## src/rtl/prune_ilv_pkg.sv

```systemverilog
package prune_ilv_pkg;

    localparam int ROW_LOG = 5;
    localparam int MIN_LOG = 6;
    localparam int MAX_LOG = 12;
    localparam int ROWS    = 1 << ROW_LOG;
    localparam int COL_LOG = MAX_LOG - ROW_LOG;
    localparam int LEN_W   = MAX_LOG + 1;
    localparam int N_W     = 4;

    typedef enum logic [1:0] {
        ST_IDLE  = 2'd0,
        ST_SETUP = 2'd1,
        ST_RUN   = 2'd2
    } agen_state_t;

    // Odd row step for row k, kept to the widest column count.
    function automatic logic [COL_LOG-1:0] row_step(input int k);
        int v;
        v = 2 * ((13 * k + 5) % 64) + 1;
        return COL_LOG'(v);
    endfunction

endpackage

```

## src/rtl/ilv_len_decode.sv

```systemverilog
module ilv_len_decode
    import prune_ilv_pkg::*;
(
    input  logic [LEN_W-1:0] len,
    output logic [N_W-1:0]   n_log
);
    always_comb begin
        n_log = N_W'(MAX_LOG);
        for (int k = MAX_LOG; k >= MIN_LOG; k--) begin
            if (32'(len) <= (32'd1 << k)) begin
                n_log = N_W'(k);
            end
        end
    end
endmodule

```

## src/rtl/ilv_step_rom.sv

```systemverilog
module ilv_step_rom
    import prune_ilv_pkg::*;
(
    input  logic [ROW_LOG-1:0] row,
    output logic [COL_LOG-1:0] step
);
    logic [COL_LOG-1:0] table_q [ROWS];

    for (genvar g = 0; g < ROWS; g++) begin : g_entry
        assign table_q[g] = row_step(g);
    end

    assign step = table_q[row];
endmodule

```

## src/rtl/ilv_cand_gen.sv

```systemverilog
module ilv_cand_gen
    import prune_ilv_pkg::*;
(
    input  logic [ROW_LOG-1:0] row,
    input  logic [COL_LOG-1:0] col,
    input  logic [COL_LOG-1:0] step,
    input  logic [N_W-1:0]     n_log,
    input  logic [COL_LOG-1:0] col_mask,
    output logic [MAX_LOG-1:0] cand
);
    logic [ROW_LOG-1:0]   row_rev;
    logic [2*COL_LOG-1:0] prod;
    logic [COL_LOG-1:0]   perm;
    logic [MAX_LOG-1:0]   base;
    logic [N_W-1:0]       shift;

    for (genvar b = 0; b < ROW_LOG; b++) begin : g_rev
        assign row_rev[b] = row[ROW_LOG-1-b];
    end

    always_comb begin
        prod  = {{COL_LOG{1'b0}}, col} * {{COL_LOG{1'b0}}, step};
        perm  = prod[COL_LOG-1:0] & col_mask;
        shift = n_log - N_W'(ROW_LOG);
        base  = {{(MAX_LOG-ROW_LOG){1'b0}}, row_rev} << shift;
        cand  = base | {{(MAX_LOG-COL_LOG){1'b0}}, perm};
    end
endmodule

```

## src/rtl/prune_ilv_agen.sv

```systemverilog
module prune_ilv_agen
    import prune_ilv_pkg::*;
(
    input  logic               clk,
    input  logic               rst_n,
    input  logic               start,
    input  logic [LEN_W-1:0]   len_in,
    output logic               ready,
    output logic [MAX_LOG-1:0] addr_out,
    output logic               addr_valid,
    output logic               done
);
    localparam logic [LEN_W-1:0] MAX_LEN = LEN_W'(1 << MAX_LOG);

    agen_state_t        state_q, state_d;
    logic [LEN_W-1:0]   len_q;
    logic [N_W-1:0]     n_q;
    logic [N_W-1:0]     n_dec;
    logic [ROW_LOG-1:0] row_q;
    logic [COL_LOG-1:0] col_q;
    logic [COL_LOG-1:0] col_mask;
    logic [COL_LOG-1:0] step;
    logic [MAX_LOG-1:0] cand;
    logic               len_ok;
    logic               last_pos;
    logic               accept;

    ilv_len_decode u_dec (
        .len   (len_q),
        .n_log (n_dec)
    );

    ilv_step_rom u_rom (
        .row  (row_q),
        .step (step)
    );

    ilv_cand_gen u_cand (
        .row      (row_q),
        .col      (col_q),
        .step     (step),
        .n_log    (n_q),
        .col_mask (col_mask),
        .cand     (cand)
    );

    always_comb begin
        len_ok   = (len_in != '0) && (len_in <= MAX_LEN);
        accept   = (state_q == ST_IDLE) && start && len_ok;
        col_mask = COL_LOG'((8'd1 << (n_q - N_W'(ROW_LOG))) - 8'd1);
        last_pos = (row_q == ROW_LOG'(ROWS - 1)) && (col_q == col_mask);
        ready    = (state_q == ST_IDLE);
    end

    // next-state logic
    always_comb begin
        state_d = state_q;
        unique case (state_q)
            ST_IDLE:  if (accept) state_d = ST_SETUP;      // accept / reject
            ST_SETUP: state_d = ST_RUN;                    // arm
            ST_RUN:   if (last_pos) state_d = ST_IDLE;     // finish
            default:  state_d = ST_IDLE;
        endcase
    end

    // state register
    always_ff @(posedge clk or negedge rst_n) begin
        if (!rst_n) begin
            state_q <= ST_IDLE;
        end else begin
            state_q <= state_d;
        end
    end

    // datapath and outputs
    always_ff @(posedge clk or negedge rst_n) begin
        if (!rst_n) begin
            len_q      <= '0;
            n_q        <= N_W'(MIN_LOG);
            row_q      <= '0;
            col_q      <= '0;
            addr_out   <= '0;
            addr_valid <= 1'b0;
            done       <= 1'b0;
        end else begin
            addr_valid <= 1'b0;
            done       <= 1'b0;
            unique case (state_q)
                ST_IDLE: begin
                    if (accept) len_q <= len_in;
                end
                ST_SETUP: begin
                    n_q   <= n_dec;
                    row_q <= '0;
                    col_q <= '0;
                end
                ST_RUN: begin
                    addr_out   <= cand;
                    addr_valid <= ({1'b0, cand} < len_q);
                    done       <= last_pos;
                    row_q      <= row_q + 1'b1;
                    if (row_q == ROW_LOG'(ROWS - 1)) col_q <= col_q + 1'b1;
                end
                default: ;
            endcase
        end
    end
endmodule

```

## config.mk

```make
export PLATFORM = sky130hd
export DESIGN_NAME = prune_ilv_agen
export DESIGN_NICKNAME = d
export VERILOG_FILES = /design/src/rtl/prune_ilv_pkg.sv /design/src/rtl/ilv_len_decode.sv /design/src/rtl/ilv_step_rom.sv /design/src/rtl/ilv_cand_gen.sv /design/src/rtl/prune_ilv_agen.sv
export SDC_FILE = /design/constraint.sdc
export NUM_CORES = 1
export LEC_CHECK = 0
export ABC_CLOCK_PERIOD_IN_PS = 4800
export CAP_MARGIN = 20
export CORE_ASPECT_RATIO = 0.5
export CORE_MARGIN = 2
export CORE_UTILIZATION = 56
export CTS_BUF_LIST = sky130_fd_sc_hd__clkbuf_2
export DETAILED_ROUTE_END_ITERATION = 12
export PLACE_DENSITY = 0.89
export SETUP_SLACK_MARGIN = 0.05
export SLEW_MARGIN = 10
export SYNTH_ARGS = -nofsm -noshare
export SYNTH_HDL_FRONTEND = slang
export SYNTH_HIERARCHICAL = 1
export SYNTH_SLANG_ARGS = --single-unit
export TNS_END_PERCENT = 20
```

## constraint.sdc

```tcl
create_clock -name clk -period 4.8 [get_ports clk]
set_input_delay 0.96 -clock clk [delete_from_list [all_inputs] [get_ports clk]]
set_output_delay 0.96 -clock clk [all_outputs]
set_load 0.005 [all_outputs]
```

==> summary.md, run 1 <==
| Metric | Value |
|---|---|
| Status | `finished, violations left` |
| Failing checks | `setup timing` |
| CTS clock-pin slew for the worst setup and hold paths | `~0.26 ns` |
| Distinct cells, synth | `75` |
| Sw frac | `45.7%` |
| Reg2reg end | `addr_valid$_DFF_PN0_` |
| Clock power share | `8.0%` |
| WP data required | `5.17 ns` |
| Compound-Gate Fraction of Synth Area | `14.7%` |
| Worst Tran Pin Value | `0.816 ns` |
| Worst vdd ir | `0.365 mV` |
| Leakage | `2.22 nW` |
| Async S/R FF share, synth | `100%` |
| Fraction of layout cells with a size suffix above 1 | `22.2%` |
| Number of cells on the worst reg-to-reg path | `23` |
| Synth Area in XOR/XNOR | `6.67%` |
| Initial DRC Count | `334` |
| Global placement routability congestion | `approximately 0.91` |
| Max incr delay on CP | `0.55 ns` |
| Width of the die | `125 um` |
| Synth Area in Simple Gates | `between 15 and 20%` |
| Power Total | `2.15 mW` |
| Synth Net Count | `506` |
| Post-synthesis mux area share | `9.08%` |
| Post-Syn Area per Cell | `9.27 um2` |
| DR pass1 iterations | `6` |
| Gr usage total | `25.4%` |
| Final Skew | `between 0.02 and 0.03 ns` |
| Fin Setup TNS | `-0.374 ns` |
| HPWL after DPL | `~7400 um` |
| Ys flop type | `dfrtp_1` |
| Post-synth EDFFs | `0` |
| Largest family of logic cells by synthesized area | `simple AND/OR/NAND/NOR gates` |
| Row cnt | `21` |
| DR vias | `3511` |
| Routed WL | `between 10000 and 15000 um` |
| Longest Clk Path Bufs | `2` |
| Slew margin rel. | `45.6%` |
| Crit. End Element | `flop` |
| CP Capture Point | `addr_valid$_DFF_PN0_` |
| Pin count of the biggest net entering global routing | `46` |
| Total global routing overflow | `0` |
| Flops & latches, synth | `45` |
| Area grow syn2layout | `17.3%` |
| Net Sw Power | `985 uW` |
| Root Buffer | `clkbuf_2` |
| Vias in the first global route | `roughly 3500` |
| Worst setup path category | `reg2reg` |
| Register area share after synthesis | `27.5%` |
| Global-route wire length before repair | `roughly 17000 um` |
| Top Ports | `31` |
| Fmax | `0.193 GHz` |
| Cells after Synth | `443` |
| Int Power | `1.17 mW` |
| Initial antenna violation count | `0` |
| Commonest non-fill, non-tap cell in the layout | `nand2_1` |
| Nets | `562` |
| Num CTS Buffers | `5` |
| Final setup fails | `1` |
| Area of the core | `0.00688 mm2` |
| Wire per inst | `16.9 um` |
| Starting Density | `59.7%` |
| Power density over cell area | `roughly 450 mW/mm2` |
| Hold crit path type | `in2async` |
| Die Y | `64.6 um` |
| Crit path time final | `5.17 ns` |
| CP Launch Type | `flop` |
| Worst Path Arrival | `5.54 ns` |
| Final Hold Vio Count | `0` |
| Final ANT Viol Nets | `0` |
| Vias per cell | `5.93` |
| Most frequent cells in the layout | `50 x nand2_1, 41 x dfrtp_1, 37 x ha_1` |
| Cell Chain, Critical Path | `buf_4, ha_1, inv_1, mux2i_2, nand2_1, fa_1, inv_1, ha_1, inv_2, fa_1, inv_1, fa_1, ha_4, a21oi_4, xnor2_2, xnor3_1, a22o_1, ha_1, a21o_1, a21o_1, a21oi_2, o31ai_2, a31oi_1` |
| Reg-to-Reg Start | `row_q[0]$_DFFE_PN0P_` |
| Full die area | `0.00808 mm2` |
| Fin crit share | `108%` |
| Maxcap violations | `0` |
| Synth Area in Adders | `about 16%` |
| Final setup margin | `-0.374 ns` |
| Synthesized area | `0.00411 mm2` |
| Worst Path Max Fanout | `4` |
| Flop pwr share | `between 20% and 30%` |
| CTS tree | `built` |
| Gate power share | `between 60 and 70%` |
| DR DRC count | `0` |
| Reg2reg setup slack | `-0.37 ns` |
| # diodes | `0` |
| RSZ-0062 raised after global routing | `true` |
| Worst skew pair latency | `0.42 ns` |
| Setup crit start | `row_q[0]$_DFFE_PN0P_` |
| H-tree Lvls | `2` |
| Critical path's slowest cell | `fa_1` |
| Clock Sinks | `45` |
| Slew Viols, Final | `0` |
| Ys Warns | `6` |
| Port bufs | `30` |
| Fillers | `477` |
[timing repair]
action	4_1_cts	5_1_grt
setup buffers	9	2
hold buffers	0	0
gates resized for setup	7	7
gates cloned	0	0
endpoints found under the setup margin	1	1
pin swaps	17	18
[area by class of cell]
| type | instances | area (um2) | share of cell area (%) |
|---|---|---|---|
| clock buffers | 5 | 25.0 | 0.519 |
| well taps | 92 | 115 | 2.39 |
| repair buffers | 69 | 608 | 12.6 |
| clock inverters | 3 | 21.3 | 0.442 |
| multi-input cells | 343 | 2780 | 57.7 |
| inverters | 35 | 136 | 2.83 |
| flip-flops and latches | 45 | 1130 | 23.5 |
[power by group through the flow]
stage | registers, mW | clock network (mW) | logic, mW
after detailed placement | 0.640 | 0 | 1.18
after floorplan | 0.601 | 0 | 0.938
after CTS | 0.634 | 0.176 | 1.26
after global routing | 0.659 | 0.190 | 1.46
after global placement | 0.630 | 0 | 1.13
final | 0.639 | 0.172 | 1.34
[cell families (layout without fill, tap and decap cells)]
kind of cell / after synthesis / in the layout
mux: 34 / 34
simple gates: 145 / 145
buf+inv: 55 / 112
fa+ha+maj: 47 / 47
compound gates: 88 / 88
xor+xnor: 28 / 28
flops: 45 / 45
other cells: 1 / 1
[worst min path at each step]
stage / start / end / slack, ns / depth (start not counted)
finish: rst_n / len_q[1]$_DFFE_PN0P_ / 0.35 / 1
detailed placement: addr_out[1]$_DFFE_PN0P_ / addr_out[1]$_DFFE_PN0P_ / 0.50 / 1
floorplan: addr_out[10]$_DFFE_PN0P_ / addr_out[10]$_DFFE_PN0P_ / 0.51 / 1
global route: rst_n / len_q[0]$_DFFE_PN0P_ / 0.33 / 1
global placement: addr_out[5]$_DFFE_PN0P_ / addr_out[5]$_DFFE_PN0P_ / 0.49 / 1
CTS: addr_out[7]$_DFFE_PN0P_ / addr_out[7]$_DFFE_PN0P_ / 0.56 / 1
[cell usage after synthesis, types with 3 or more instances]
| cell type | n | area share [%] |
|---|---|---|
| a21o_1 | 6 | 1.1 |
| a21oi_1 | 12 | 1.5 |
| a31oi_1 | 5 | 0.76 |
| and2_1 | 15 | 2.3 |
| and3_1 | 3 | 0.46 |
| buf_2 | 4 | 0.49 |
| buf_4 | 3 | 0.55 |
| buf_6 | 5 | 1.4 |
| clkbuf_1 | 4 | 0.37 |
| clkbuf_8 | 3 | 1.0 |
| dfrtp_1 | 43 | 26 |
| fa_1 | 7 | 3.4 |
| ha_1 | 40 | 12 |
| inv_1 | 35 | 3.2 |
| mux2_2 | 20 | 5.5 |
| mux2i_1 | 11 | 2.7 |
| nand2_1 | 50 | 4.6 |
| nand2b_1 | 5 | 0.76 |
| nand3_1 | 13 | 1.6 |
| nand3b_1 | 6 | 1.1 |
| nor2_1 | 20 | 1.8 |
| nor2b_1 | 4 | 0.61 |
| nor3_1 | 5 | 0.61 |
| nor4_1 | 3 | 0.46 |
| o21ai_0 | 22 | 2.7 |
| o21ai_1 | 11 | 1.3 |
| o22ai_1 | 5 | 0.76 |
| xnor2_1 | 14 | 3.0 |
| xor2_1 | 11 | 2.3 |
[worst max-delay path, delay by kind of cell (launching register included)]
| family | cells | cell delay (ns) |
|---|---|---|
| fa+ha+maj | 7 | 2.50 |
| buf+inv | 5 | 0.33 |
| simple gates | 1 | 0.12 |
| flops | 1 | 0.48 |
| mux | 1 | 0.20 |
| compound gates | 7 | 1.09 |
| xor+xnor | 2 | 0.41 |
[stage by stage]
stage	setup WS (ns)	utilization [%]	area [um2]	hold WS (ns)	std cells
3_3_place_gp	-0.187	66.7	4590	0.493	572
4_1_cts	-0.281	68.8	4740	0.558	589
5_1_grt	-0.574	70.0	4820	0.333	592
3_5_place_dp	-0.342	66.7	4590	0.496	572
6_report	-0.374	70.0	4820	0.351	592
2_1_floorplan	-0.145	-	4140	0.505	443
[sequential cells by signal, summed over array words and instances (netlist names)]
signal	cells
len_q	13
addr_out	12
col_q	7
row_q	5
n_q	4
state_q	2
addr_valid	1
done	1
[per-layer routing]
metal	part of all wire [%]	up-vias	GRT usage, %
li1	-	1652	-
met1	43	1677	32.3
met2	49	152	46.1
met3	5.9	30	2.89
met4	2.5	0	8.33
met5	0	-	0
No activity file was read; power rests on OpenSTA's default activity.
==> run 2: changes to the inputs <==
Settings changed: TNS_END_PERCENT 20 to unset.
==> results of run 2 <==
No change in the layout: final DEF, timing and power equal those of run 1.
